===== src/rtl/access_guard.sv =====
module access_guard #(
  parameter int AW = 32
) (
  input  logic          clk,
  input  logic          rst_n,
  input  logic          req_valid,
  input  logic [2:0]    perm,
  input  logic          acc_write,
  input  logic          acc_fetch,
  input  logic          acc_super,
  input  logic          pg_modified,
  input  logic          nofault_en,
  input  logic [AW-1:0] vaddr,
  input  logic          stat_rd,
  output logic          rsp_valid,
  output logic          rsp_fault,
  output logic [3:0]    rsp_code,
  output logic          rsp_rd,
  output logic          rsp_wr,
  output logic          rsp_ex,
  output logic [7:0]    fault_stat,
  output logic [AW-1:0] fault_addr
);

  localparam logic [3:0] CODE_PROT = 4'd8;
  localparam logic [3:0] CODE_PRIV = 4'd12;

  logic [2:0] acc_idx;
  logic       priv_hit, prot_hit, take_fault;
  logic [3:0] code;
  logic [2:0] base_rwx, grant_rwx;
  logic [7:0] stat_next;

  assign acc_idx  = {acc_write, acc_fetch, acc_super};
  assign priv_hit = !acc_super && (perm[2:1] == 2'b11);

  always_comb begin
    unique case ({acc_write, acc_fetch})
      2'b00: prot_hit = (perm == 3'd4);
      2'b01: prot_hit = (perm == 3'd0) || (perm == 3'd1) || (perm == 3'd5);
      2'b10: prot_hit = !perm[0] || (!acc_super && perm == 3'd5);
      default: prot_hit = !(perm[1] && perm[0]);
    endcase
  end

  assign code       = priv_hit ? CODE_PRIV : (prot_hit ? CODE_PROT : 4'd0);
  assign take_fault = req_valid && (code != 4'd0) && !(nofault_en && !acc_super);

  always_comb begin
    unique case (perm)
      3'd0: base_rwx = 3'b100;
      3'd1: base_rwx = 3'b110;
      3'd2: base_rwx = 3'b101;
      3'd3: base_rwx = 3'b111;
      3'd4: base_rwx = 3'b001;
      3'd5: base_rwx = acc_super ? 3'b110 : 3'b100;
      3'd6: base_rwx = acc_super ? 3'b101 : 3'b000;
      default: base_rwx = acc_super ? 3'b111 : 3'b000;
    endcase
  end

  assign grant_rwx = take_fault ? 3'b000
                   : {base_rwx[2], base_rwx[1] & pg_modified, base_rwx[0]};

  assign stat_next = {acc_idx, 5'b0} | {4'b0, code} | 8'h02 |
                     {7'b0, (fault_stat != 8'h00)};

  always_ff @(posedge clk) begin
    if (!rst_n) begin
      rsp_valid  <= 1'b0;
      rsp_fault  <= 1'b0;
      rsp_code   <= 4'd0;
      {rsp_rd, rsp_wr, rsp_ex} <= 3'b000;
      fault_stat <= 8'h00;
      fault_addr <= '0;
    end else begin
      rsp_valid <= req_valid;
      rsp_fault <= take_fault;
      rsp_code  <= take_fault ? code : 4'd0;
      {rsp_rd, rsp_wr, rsp_ex} <= req_valid ? grant_rwx : 3'b000;
      if (take_fault) begin
        fault_stat <= stat_next;
        fault_addr <= vaddr;
      end else if (stat_rd) begin
        fault_stat <= 8'h00;
      end
    end
  end

  p_fault_no_rights_r12: assert property (@(posedge clk) disable iff (!rst_n)
    rsp_fault |-> !(rsp_rd || rsp_wr || rsp_ex));

  p_wr_needs_mod_r6: assert property (@(posedge clk) disable iff (!rst_n)
    (req_valid && !pg_modified) |=> !rsp_wr);

  p_user_high_none_r5: assert property (@(posedge clk) disable iff (!rst_n)
    (req_valid && !acc_super && perm[2:1] == 2'b11) |=> !(rsp_rd || rsp_wr || rsp_ex));

  p_valid_bit_r1: assert property (@(posedge clk) disable iff (!rst_n)
    take_fault |=> fault_stat[1]);

  p_no_overflow_r3: assert property (@(posedge clk) disable iff (!rst_n)
    (take_fault && fault_stat != 8'h00) |=> fault_stat[0]);

  p_nofault_user_r7: assert property (@(posedge clk) disable iff (!rst_n)
    (req_valid && nofault_en && !acc_super) |=> !rsp_fault);

  p_addr_capture_r8: assert property (@(posedge clk) disable iff (!rst_n)
    take_fault |=> fault_addr == $past(vaddr));

  p_read_clear_r9: assert property (@(posedge clk) disable iff (!rst_n)
    (stat_rd && !take_fault) |=> fault_stat == 8'h00);

  p_fault_beats_clear_r10: assert property (@(posedge clk) disable iff (!rst_n)
    (stat_rd && take_fault) |=> fault_stat != 8'h00);

endmodule


===== config.mk =====
export PLATFORM = sky130hd
export DESIGN_NAME = access_guard
export DESIGN_NICKNAME = d
export VERILOG_FILES = /design/src/rtl/access_guard.sv
export SDC_FILE = /design/constraint.sdc
export NUM_CORES = 1
export LEC_CHECK = 0
export BUFFER_PORTS_ARGS = -buffer_cell sky130_fd_sc_hd__buf_4
export CAP_MARGIN = 15
export CORE_UTILIZATION = 47
export CTS_BUF_LIST = sky130_fd_sc_hd__clkbuf_2
export DETAILED_ROUTE_END_ITERATION = 16
export HOLD_SLACK_MARGIN = 0.03
export PLACE_DENSITY_LB_ADDON = 0.25
export SLEW_MARGIN = 40
export SYNTH_ARGS = -nofsm -noshare
export SYNTH_HDL_FRONTEND = slang
export SYNTH_SLANG_ARGS = --single-unit

===== constraint.sdc =====
create_clock -name clk -period 1.9 [get_ports clk]
set_clock_uncertainty 0.1 [all_clocks]
set_input_delay 0.285 -clock clk [delete_from_list [all_inputs] [get_ports clk]]
set_output_delay 0.285 -clock clk [all_outputs]
set_load 0.01 [all_outputs]

==> impl_results.md <==
* Status: finished, final reports clean
* Clock transition at path regs at 0.20 ns
* Placer Congestion at 0.840
* CORE AREA at 3770 um2
* Worst hold slack at 0.0587 ns
* Quantity of I/O buffers inserted on ports at 89
* Detailed placement HPWL at 2.90 mm
* Final core utilization at 79.6%
* Antenna diodes at 0
* Cells after Synth at 205
* Worst-path cell chain: dlygate4sd3_1 -> buf_4 -> nor2_1 -> o32a_4 -> a21oi_4 -> buf_12 -> mux2i_1
* Hold Fails Final Rpt at 0
* PD cells at 620 nW/um2
* Fmax at 604 MHz
* Final min period at 1.66 ns
* Yosys warning total at 0
* Post-route DRC violation count at 0
* Final period util at 87.1%
* Placed Instances at 332
* Die area at 4300 um2
* CP max-delay cell: dlygate4sd3_1
* Max VDD drop at 0.434 mV
* Antenna-violating nets left at 0
* Most frequent cells in the layout: buf_4 (89), nand2_1 (71), dfxtp_1 (46)
* Via density per instance at 4.78
* Max-cap viol count at 0
* Largest net degree at the start of global routing at 45
* Layout fillers at 262
* RSZ-0062 raised after global routing: false
* WL final at 4.93 mm
* Initial antenna violation count at 0
* Pleak at 1.38 nW
* Tightest Hold Check Type: in2reg
* Worst skew pair latency at 0.41 ns
* Max incr delay on CP at 0.54 ns
* Critical path type: in2reg
* IO Count at 93
* Layout Cells excl Fill at 376
* Setup TNS at 0 ns
* Global-route wire length before repair at 7.91 mm
* Vias in the first global route at 1710
* Commonest non-fill, non-tap cell in the layout: buf_4
* Die X at 65.6 um
* Setup crit start kind: primary input
* GRT Resource Usage Total at 24.4%
* Critical path fanouts, max at 23
* Die Ht at 65.6 um
* Seq/Total Area, Yosys at 48.5%
* WP data arrival at 1.89 ns
* Required time worst endpoint at 2.13 ns
* Mean Syn Cell Area at 9.27 um2
* Gates resized, CTS repair at 0
* NumNets Final at 372
* Pint at 1.35 mW
* Number of cell rows at 22
* DRT Pass-1 Iters at 4
* Yosys cell types at 25
* Clock power share at 20.6%
* Logic pwr share at 23.1%
* Share of layout cells above drive strength 1 at 31.7%
* CP Capture Type: flop
* NetSw at 0.507 mW
* CTS tree: built
* Post-CTS setup buffers at 0
* Root buffer cell: clkbuf_2
* Area Growth Syn to Fin at 58.0%
* Switching part of the total at 27.2%
* Initial DRC Count at 94
* CTS Buf Count at 5
* Seq cells post-synth at 46
* Grt ovf at 0
* DR WL/cell at 13.1 um
* Clk buf depth at 2
* Final slew viol count at 0
* # hold bufs at CTS at 35
* Final Setup Violations at 0
* Starting Density at 50.4%
* Via Count at 1796
* Syn Std Cell Area at 1900 um2
* # H-tree levels at 2
* Share of power burned in registers at 56.3%
* Clk sinks at 46
* Power Total at 1.86 mW
-- sequential cells by signal, summed over array words and instances, names as in the netlist --
signal	cells
rsp_code	2
fault_stat	7
rsp_fault	1
rsp_wr	1
rsp_valid	1
rsp_ex	1
rsp_rd	1
fault_addr	32
-- Yosys cell counts, drive strengths merged --
| master | n | area (um2) |
|---|---|---|
| o21bai | 1 | 11.3 |
| a211oi | 2 | 15.0 |
| nor4 | 2 | 12.5 |
| nor3b | 1 | 7.51 |
| nand3b | 4 | 30.0 |
| mux2i | 36 | 360 |
| o32a | 1 | 22.5 |
| nor3 | 2 | 10.0 |
| nand3 | 1 | 5.00 |
| nor2b | 1 | 13.8 |
| inv | 5 | 18.8 |
| a2111oi | 1 | 15.0 |
| a21o | 1 | 7.51 |
| conb | 1 | 3.75 |
| clkbuf | 8 | 30.0 |
| nor2 | 6 | 22.5 |
| o21ai | 1 | 5.00 |
| dfxtp | 46 | 921 |
| a21oi | 3 | 26.3 |
| buf | 7 | 71.3 |
| nand2b | 4 | 25.0 |
| nand2 | 71 | 267 |
-- power by group through the flow --
stage	sequential, mW	clock, mW	combinational [mW]
after floorplan	1.09	0	0.166
after global placement	1.07	0	0.356
after detailed placement	1.06	0	0.364
after CTS	1.05	0.397	0.421
after global routing	1.05	0.442	0.465
final	1.05	0.383	0.430
-- path summary, 6_finish.rpt --
check | from | endpoint | slack, ns | depth (start not counted)
worst min register to register | fault_addr[25] | fault_addr[25] | 0.37 | 2
worst min-delay path | acc_super | fault_stat[5] | 0.06 | 3
worst max register to register | fault_stat[7] | fault_stat[0] | 0.64 | 4
worst max-delay path | acc_write | fault_addr[3] | 0.24 | 7
-- stage by stage --
step	area (um2)	setup slack, ns
final	3000	0.244
after global routing	3000	0.217
after CTS	2980	0.314
after detailed placement	2590	0.207
after global placement	2590	0.255
after floorplan	1910	0.388
-- routing by layer --
metal  part of all wire (%)  GRT usage (%)  up-vias  routed length (um)
li1                       -              -      903                   -
met1                     43           29.6      819                2130
met2                     50           41.1       67                2460
met3                    5.5           6.77        7                 272
met4                    1.3           8.15        0                  63
met5                      0              0        -                   0
-- cell type report --
type                       count  area, um2  share of cell area [%]
timing repair buffer         129       1100                    36.6
sequential                    46        921                    30.7
multi-input combinational    141        867                    28.9
tap                           48       60.1                    2.00
clock buffer                   6       30.0                    1.00
inverter                       5       18.8                   0.625
clock inverter                 1       7.51                   0.250
-- worst max-delay path: cells and delay by family --
kind | cells | cell delay, ns
and+or+nand+nor | 1 | 0.05
buffers and inverters | 3 | 0.90
AOI/OAI and AO/OA | 2 | 0.41
muxes | 1 | 0.24
-- kinds of logic after synthesis --
logic type	Yosys count	share of synthesized area, %
other cells	1	0.197
mux	36	19.0
buf+inv	20	6.32
flops	46	48.5
simple gates	92	20.7
compound gates	10	5.40
Power figures use the tool's default switching activity.
